**config.mk**
```make
export PLATFORM = sky130hd
export DESIGN_NAME = unary_grp_unit
export DESIGN_NICKNAME = d
export VERILOG_FILES = /design/src/rtl/unary_grp_pkg.sv /design/src/rtl/unary_grp_decode.sv /design/src/rtl/unary_grp_alu.sv /design/src/rtl/unary_grp_umul.sv /design/src/rtl/unary_grp_unit.sv
export SDC_FILE = /design/constraint.sdc
export NUM_CORES = 1
export LEC_CHECK = 0
export CORE_MARGIN = 4
export CORE_UTILIZATION = 25
export DETAILED_ROUTE_END_ITERATION = 10
export SKIP_CTS_REPAIR_TIMING = 1
export SKIP_LAST_GASP = 1
export SYNTH_ARGS = -nofsm -noshare
export SYNTH_HDL_FRONTEND = slang
export SYNTH_SLANG_ARGS = --single-unit
```
**constraint.sdc**
```tcl
create_clock -name clk -period 7.9 [get_ports clk]
set_input_delay 0.79 -clock clk [delete_from_list [all_inputs] [get_ports clk]]
set_output_delay 0.79 -clock clk [all_outputs]
set_load 0.05 [all_outputs]
```
**src/rtl/unary_grp_pkg.sv**
```systemverilog
package unary_grp_pkg;
    typedef enum logic [2:0] {
        K_NOT,
        K_NEG,
        K_MUL,
        K_INC,
        K_DEC,
        K_BAD
    } kind_e;

    typedef enum logic [1:0] {
        S_IDLE,
        S_MUL,
        S_WRITE
    } state_e;
endpackage

```
**src/rtl/unary_grp_decode.sv**
```systemverilog
module unary_grp_decode
    import unary_grp_pkg::*;
(
    input  logic [7:0] opcode,
    input  logic [7:0] modrm,
    output kind_e      kind,
    output logic [2:0] rd_idx
);
    logic       reg_mode;
    logic [2:0] sub;

    assign reg_mode = (modrm[7:6] == 2'b11);
    assign sub      = modrm[5:3];

    always_comb begin
        kind   = K_BAD;
        rd_idx = modrm[2:0];
        if (opcode[7:4] == 4'h4) begin
            rd_idx = opcode[2:0];
            kind   = opcode[3] ? K_DEC : K_INC;
        end else if (opcode == 8'hF7 && reg_mode) begin
            case (sub)
                3'd2:    kind = K_NOT;
                3'd3:    kind = K_NEG;
                3'd4:    kind = K_MUL;
                default: kind = K_BAD;
            endcase
        end else if (opcode == 8'hFF && reg_mode) begin
            case (sub)
                3'd0:    kind = K_INC;
                3'd1:    kind = K_DEC;
                default: kind = K_BAD;
            endcase
        end
    end
endmodule

```
**src/rtl/unary_grp_alu.sv**
```systemverilog
module unary_grp_alu
    import unary_grp_pkg::*;
#(
    parameter int XLEN = 32
) (
    input  kind_e            kind,
    input  logic [XLEN-1:0]  opnd,
    output logic [XLEN-1:0]  res,
    output logic             res_we,
    output logic             flags_we,
    output logic             sf,
    output logic             zf,
    output logic             of
);
    localparam logic [XLEN-1:0] NEG_MIN = {1'b1, {(XLEN-1){1'b0}}};
    localparam logic [XLEN-1:0] ONE     = {{(XLEN-1){1'b0}}, 1'b1};

    logic neg_min;
    assign neg_min = (opnd == NEG_MIN);

    always_comb begin
        res      = opnd;
        res_we   = 1'b0;
        flags_we = 1'b0;
        case (kind)
            K_NOT: begin res = ~opnd;        res_we = 1'b1; flags_we = 1'b1; end
            K_NEG: begin res = '0 - opnd;    res_we = !neg_min; flags_we = 1'b1; end
            K_INC: begin res = opnd + ONE;   res_we = 1'b1; end
            K_DEC: begin res = opnd - ONE;   res_we = 1'b1; end
            default: ;
        endcase
        sf = res[XLEN-1];
        zf = (res == '0);
        of = 1'b0;
        if (kind == K_NEG && neg_min) begin
            sf = 1'b1;
            zf = 1'b0;
            of = 1'b1;
        end
    end
endmodule

```
**src/rtl/unary_grp_umul.sv**
```systemverilog
module unary_grp_umul #(
    parameter int XLEN = 32
) (
    input  logic            clk,
    input  logic            rst_n,
    input  logic            load,
    input  logic            step,
    input  logic [XLEN-1:0] a_in,
    input  logic [XLEN-1:0] b_in,
    output logic [XLEN-1:0] prod_hi,
    output logic [XLEN-1:0] prod_lo
);
    logic [XLEN-1:0] mcand;
    logic [XLEN:0]   sum;

    assign sum = {1'b0, prod_hi} + (prod_lo[0] ? {1'b0, mcand} : '0);

    always_ff @(posedge clk or negedge rst_n) begin
        if (!rst_n) begin
            mcand   <= '0;
            prod_hi <= '0;
            prod_lo <= '0;
        end else if (load) begin
            mcand   <= a_in;
            prod_hi <= '0;
            prod_lo <= b_in;
        end else if (step) begin
            prod_hi <= sum[XLEN:1];
            prod_lo <= {sum[0], prod_lo[XLEN-1:1]};
        end
    end
endmodule

```
**src/rtl/unary_grp_unit.sv**
```systemverilog
module unary_grp_unit
    import unary_grp_pkg::*;
#(
    parameter int XLEN = 32
) (
    input  logic            clk,
    input  logic            rst_n,
    input  logic            op_valid,
    input  logic [7:0]      opcode,
    input  logic [7:0]      modrm,
    input  logic [XLEN-1:0] opnd,
    input  logic [XLEN-1:0] acc,
    output logic [2:0]      rd_idx,
    output logic            busy,
    output logic            wr_en,
    output logic [2:0]      wr_idx,
    output logic [XLEN-1:0] wr_data,
    output logic            hi_wr_en,
    output logic [XLEN-1:0] hi_wr_data,
    output logic            sz_we,
    output logic            of_we,
    output logic            sf,
    output logic            zf,
    output logic            of,
    output logic            fault
);
    localparam int              CW       = $clog2(XLEN);
    localparam logic [CW-1:0]   LAST     = CW'(XLEN - 1);
    localparam logic [XLEN-1:0] NEG_MIN  = {1'b1, {(XLEN-1){1'b0}}};

    state_e          state, state_nx;
    kind_e           kind;
    logic [CW-1:0]   cnt;
    logic            accept;
    logic [XLEN-1:0] alu_res, prod_hi, prod_lo;
    logic            alu_we, alu_fwe, alu_sf, alu_zf, alu_of;

    unary_grp_decode u_dec (.opcode(opcode), .modrm(modrm), .kind(kind), .rd_idx(rd_idx));

    unary_grp_alu #(.XLEN(XLEN)) u_alu (
        .kind(kind), .opnd(opnd), .res(alu_res), .res_we(alu_we),
        .flags_we(alu_fwe), .sf(alu_sf), .zf(alu_zf), .of(alu_of)
    );

    unary_grp_umul #(.XLEN(XLEN)) u_mul (
        .clk(clk), .rst_n(rst_n),
        .load(accept && kind == K_MUL), .step(state == S_MUL),
        .a_in(acc), .b_in(opnd), .prod_hi(prod_hi), .prod_lo(prod_lo)
    );

    assign accept = op_valid && (state == S_IDLE);
    assign busy   = (state != S_IDLE);

    always_comb begin
        state_nx = state;
        unique case (state)
            S_IDLE:  if (accept && kind == K_MUL) state_nx = S_MUL;
            S_MUL:   if (cnt == LAST) state_nx = S_WRITE;
            S_WRITE: state_nx = S_IDLE;
        endcase
    end

    always_ff @(posedge clk or negedge rst_n) begin
        if (!rst_n) state <= S_IDLE;
        else        state <= state_nx;
    end

    always_ff @(posedge clk or negedge rst_n) begin
        if (!rst_n) begin
            cnt <= '0; wr_en <= 1'b0; wr_idx <= '0; wr_data <= '0;
            hi_wr_en <= 1'b0; hi_wr_data <= '0; sz_we <= 1'b0; of_we <= 1'b0;
            sf <= 1'b0; zf <= 1'b0; of <= 1'b0; fault <= 1'b0;
        end else begin
            wr_en <= 1'b0; hi_wr_en <= 1'b0; sz_we <= 1'b0; of_we <= 1'b0; fault <= 1'b0;
            unique case (state)
                S_IDLE: if (accept) begin
                    if (kind == K_BAD) begin
                        fault <= 1'b1;
                    end else if (kind == K_MUL) begin
                        cnt <= '0;
                    end else begin
                        wr_en   <= alu_we;
                        wr_idx  <= rd_idx;
                        wr_data <= alu_res;
                        if (alu_fwe) begin
                            sz_we <= 1'b1; of_we <= 1'b1;
                            sf <= alu_sf; zf <= alu_zf; of <= alu_of;
                        end
                    end
                end
                S_MUL: cnt <= cnt + 1'b1;
                S_WRITE: begin
                    wr_en      <= 1'b1;
                    wr_idx     <= 3'd0;
                    wr_data    <= prod_lo;
                    hi_wr_en   <= 1'b1;
                    hi_wr_data <= prod_hi;
                    of_we      <= 1'b1;
                    of         <= |prod_hi;
                end
            endcase
        end
    end


    neg_min_chk: assert property (@(posedge clk) disable iff (!rst_n)
        accept && kind == K_NEG && opnd == NEG_MIN |=> !wr_en && sz_we && sf && !zf && of);

    hi_half_chk: assert property (@(posedge clk) disable iff (!rst_n)
        hi_wr_en |-> (of == (hi_wr_data != '0)) && wr_en && wr_idx == 3'd0 && !sz_we);

    mul_busy_chk: assert property (@(posedge clk) disable iff (!rst_n)
        accept && kind == K_MUL |=> busy && !wr_en && !fault);

    hi_after_busy_chk: assert property (@(posedge clk) disable iff (!rst_n)
        hi_wr_en |-> $past(busy) && !busy);

    incdec_flags_chk: assert property (@(posedge clk) disable iff (!rst_n)
        accept && (kind == K_INC || kind == K_DEC) |=> wr_en && !sz_we && !of_we);

    fault_quiet_chk: assert property (@(posedge clk) disable iff (!rst_n)
        fault |-> !wr_en && !hi_wr_en && !sz_we && !of_we);
endmodule

```
==> flow_summary.ini <==
[routing]
drt_iter0_drc = 948
dr_total_vias = 11672
antenna_left = 0
post-route-drc-count = 0
avgRoutedWirePerCell_um = 19.6
dr.pass1.iters = 6
vias_per_cell = 5.20
drt-total-wl_mm = 44.1

[layout]
areaGrowthSynthToFinish_pct = 24.2
utilization_pct = 31.3
drive_gt1_share_pct = 7.46
stdcell_area_mm2 = 0.0153
stdcell_count = 2246
layout.nets = 1722
antenna_cells = 0

[sta]
hold_viol = 0
tightest_slew_ns = 1.06
post-route-period-util_pct = 73.4
slew_headroom_pct = 29.1
whs_ns = 0.397
max_freq_ghz = 0.172
slew_viol_final = 0
rsz0062_at_grt = no
fin_skew_ns = 0.0188
layout_min_cycle_time_ns = 5.80
setup_tns_ns = 0
setup_viol_count_final = 0

[synth]
synth_compound_area_share_pct = 20.3
synth-seq-area-share_pct = 36.2
muxShareOfSynthArea_pct = 9.15
synth_xor_area_share_pct = 3.77
avgSynthCellArea_um2 = 8.57
synthSimpleGateAreaFrac_pct = 20.5
ys_ff_latch = 178
yosysMostFrequentCell = nand2_1
synth_area_leaders = dfrtp_1, ha_1, nand2_1, mux2i_1, o21ai_0
synth_top_cell_area_share_pct = 36.2
synth_nets = 1591
async_reset_ff_share_pct = 100
synthCells = 1438
synth_edf_count = 0
ys_warn_count = 0
syn-cell-area_mm2 = 0.0123
synth_cell_types = 71
ys.flop_type = dfrtp_1
synth_top_family_by_area = simple AND/OR/NAND/NOR gates
synth.largest_area_cell = dfrtp_1
ys_top_cells_by_count = nand2_1, dfrtp_1, nor2_1
synth_fa_ha_area_share_pct = 7.23

[floorplan]
rows = 81
die_area_mm2 = 0.0529
die_h_um = 230
io_pins = 162
start_util_pct = 25.2
core_mm2 = 0.0488
fp.dieW_um = 230

[clock_network]
clk_latency_ns = 0.47
cts_tree = built
cts_made_buffers = 17
h-tree-depth = 4
cts.sinks = 178
clockRootBuffer = clkbuf_16
path_clk_slew_ns = 0.07
clk_path_buf_depth = 2

[global_route]
grt_pass1_wl_mm = 67.8
grt_max_degree = 111
grtUsageTotal_pct = 16.3
antenna_found_initial = 0
grt_overflow_total = 0
grt_pass1_vias = 11575

[power_and_ir_drop]
seqPwrFrac_pct = 34.7
p_int_w = 0.00231
power.share.combinational_pct = 43.2
leakage_nw = 6.70
peakVddDrop_v = 0.000193
powerDensity_mw_per_mm2 = 267
switchingPower_w = 0.00176
clock_power_share_pct = 22.2
p_sw_share_pct = 43.2

[worst_hold_path]
hold_path.class = input pin to async pin

[placement]
dp.cells = 2214
io_buffers = 161
place.gp.congestion = 0.915
hpwl_mm = 31.9
dpl-instance-area_mm2 = 0.0147

[setup_path]
start_kind = input pin
required_ns = 8.27
arrival_ns = 6.17
cp_max_fo = 17
path_class = input pin to flip-flop
endpoint_kind = flip-flop

[run_status]
status = finished clean

[run]
cap_violations = 0
[area by class of cell]
type / instances / area [um^2]
clock buffer: 17 / 425
clock inverter: 15 / 179
fill: 5202 / 33600
inverter: 30 / 113
multi-input combinational: 1164 / 7550
sequential: 178 / 4450
tap: 664 / 831
timing repair buffer: 178 / 1740
[cells in the final DEF (no fill, tap or decap), types with 5 or more instances in the layout]
| cell | count |
|---|---|
| a211oi_1 | 22 |
| a21o_1 | 30 |
| a21oi_1 | 100 |
| a221oi_1 | 9 |
| a22o_1 | 5 |
| a31o_2 | 7 |
| a31oi_1 | 16 |
| and2_1 | 40 |
| and3_1 | 7 |
| buf_4 | 17 |
| clkbuf_16 | 17 |
| clkdlybuf4s50_1 | 160 |
| dfrtp_1 | 178 |
| ha_1 | 66 |
| inv_1 | 29 |
| mux2_2 | 37 |
| mux2i_1 | 71 |
| nand2_1 | 210 |
| nand2b_1 | 12 |
| nand3_1 | 25 |
| nand4_1 | 12 |
| nor2_1 | 130 |
| nor2b_1 | 10 |
| nor3_1 | 35 |
| nor4_1 | 17 |
| o211ai_1 | 13 |
| o21a_1 | 7 |
| o21ai_0 | 114 |
| o21bai_1 | 6 |
| o221ai_1 | 6 |
| o22ai_1 | 7 |
| o311ai_0 | 5 |
| o31ai_1 | 5 |
| or3_1 | 9 |
| or4_1 | 6 |
| xnor2_1 | 28 |
| xor2_1 | 25 |
[metrics by stage]
| stage | worst slack [ns] | total power [W] |
|---|---|---|
| detailed placement | 1.72 | 0.00321 |
| floorplan | 2.96 | 0.00255 |
| finish | 2.10 | 0.00408 |
| CTS | 2.19 | 0.00414 |
| global placement | 1.82 | 0.00318 |
| global route | 1.77 | 0.00433 |
[sequential cells by signal, indices dropped and copies added (netlist names), 2 cells and up]
name and count:
hi_wr_data 32, u_mul.mcand 32, state 2, wr_data 32
u_mul.prod_hi 32, cnt 5, wr_idx 3, u_mul.prod_lo 32
[metal layers]
metal  up-vias  GRT usage (%)  share of wire [%]
met4         0           5.80                2.9
li1       5505              -                  -
met5         -              0                  0
met3        74           3.49                6.7
met1      5646           21.4                 44
met2       447           26.4                 46
[cells by family (layout without fill, tap and decap cells)]
| logic type | count (synthesis) | count (layout) |
|---|---|---|
| and+or+nand+nor | 540 | 540 |
| AOI/OAI and AO/OA | 393 | 393 |
| DFF | 178 | 178 |
| muxes | 108 | 108 |
| buffers and inverters | 96 | 240 |
| adders and majority gates | 70 | 70 |
| xor gates and xnor gates | 53 | 53 |
[power by group through the flow]
| stage | sequential [W] | clock, W | combinational, W |
|---|---|---|---|
| finish | 0.00142 | 0.000904 | 0.00176 |
| global route | 0.00146 | 0.000967 | 0.00191 |
| CTS | 0.00142 | 0.000934 | 0.00179 |
| detailed placement | 0.00143 | 0 | 0.00178 |
| global placement | 0.00143 | 0 | 0.00176 |
| floorplan | 0.00177 | 0 | 0.000777 |
[path summary, 6_finish.rpt]
| check | from | endpoint | slack (ns) | cells past startpoint |
|---|---|---|---|---|
| max in group asynchronous | rst_n | wr_data[14]$_DFFE_PN0P_ | 5.92 | 2 |
| min | rst_n | u_mul.mcand[30]$_DFFE_PN0P_ | 0.40 | 1 |
| max | opcode[5] | zf$_DFFE_PN0P_ | 2.10 | 18 |
| min in group clk | u_mul.mcand[12]$_DFFE_PN0P_ | u_mul.mcand[12]$_DFFE_PN0P_ | 0.47 | 2 |
| max reg2reg | u_mul.prod_lo[0]$_DFFE_PN0P_ | u_mul.prod_hi[30]$_DFFE_PN0P_ | 3.63 | 15 |
| min reg2reg | u_mul.mcand[12]$_DFFE_PN0P_ | u_mul.mcand[12]$_DFFE_PN0P_ | 0.47 | 2 |
[worst max-delay path, cell delays in order]
cell and delay (ns):
clkdlybuf4s50_1 0.55, nand4_1 0.19, nor3_2 0.55, a31oi_1 0.31, inv_1 0.46, buf_4 0.35, ha_1 0.35, a21o_1 0.23
a211oi_1 0.29, o31ai_1 0.16, a22o_1 0.21, or2_1 0.29, a2111o_1 0.38, a31o_2 0.26, nor2_1 0.11, nor4b_1 0.31
nand4_1 0.15, o31ai_2 0.19
Note: power is estimated with default switching activity, not from simulation.
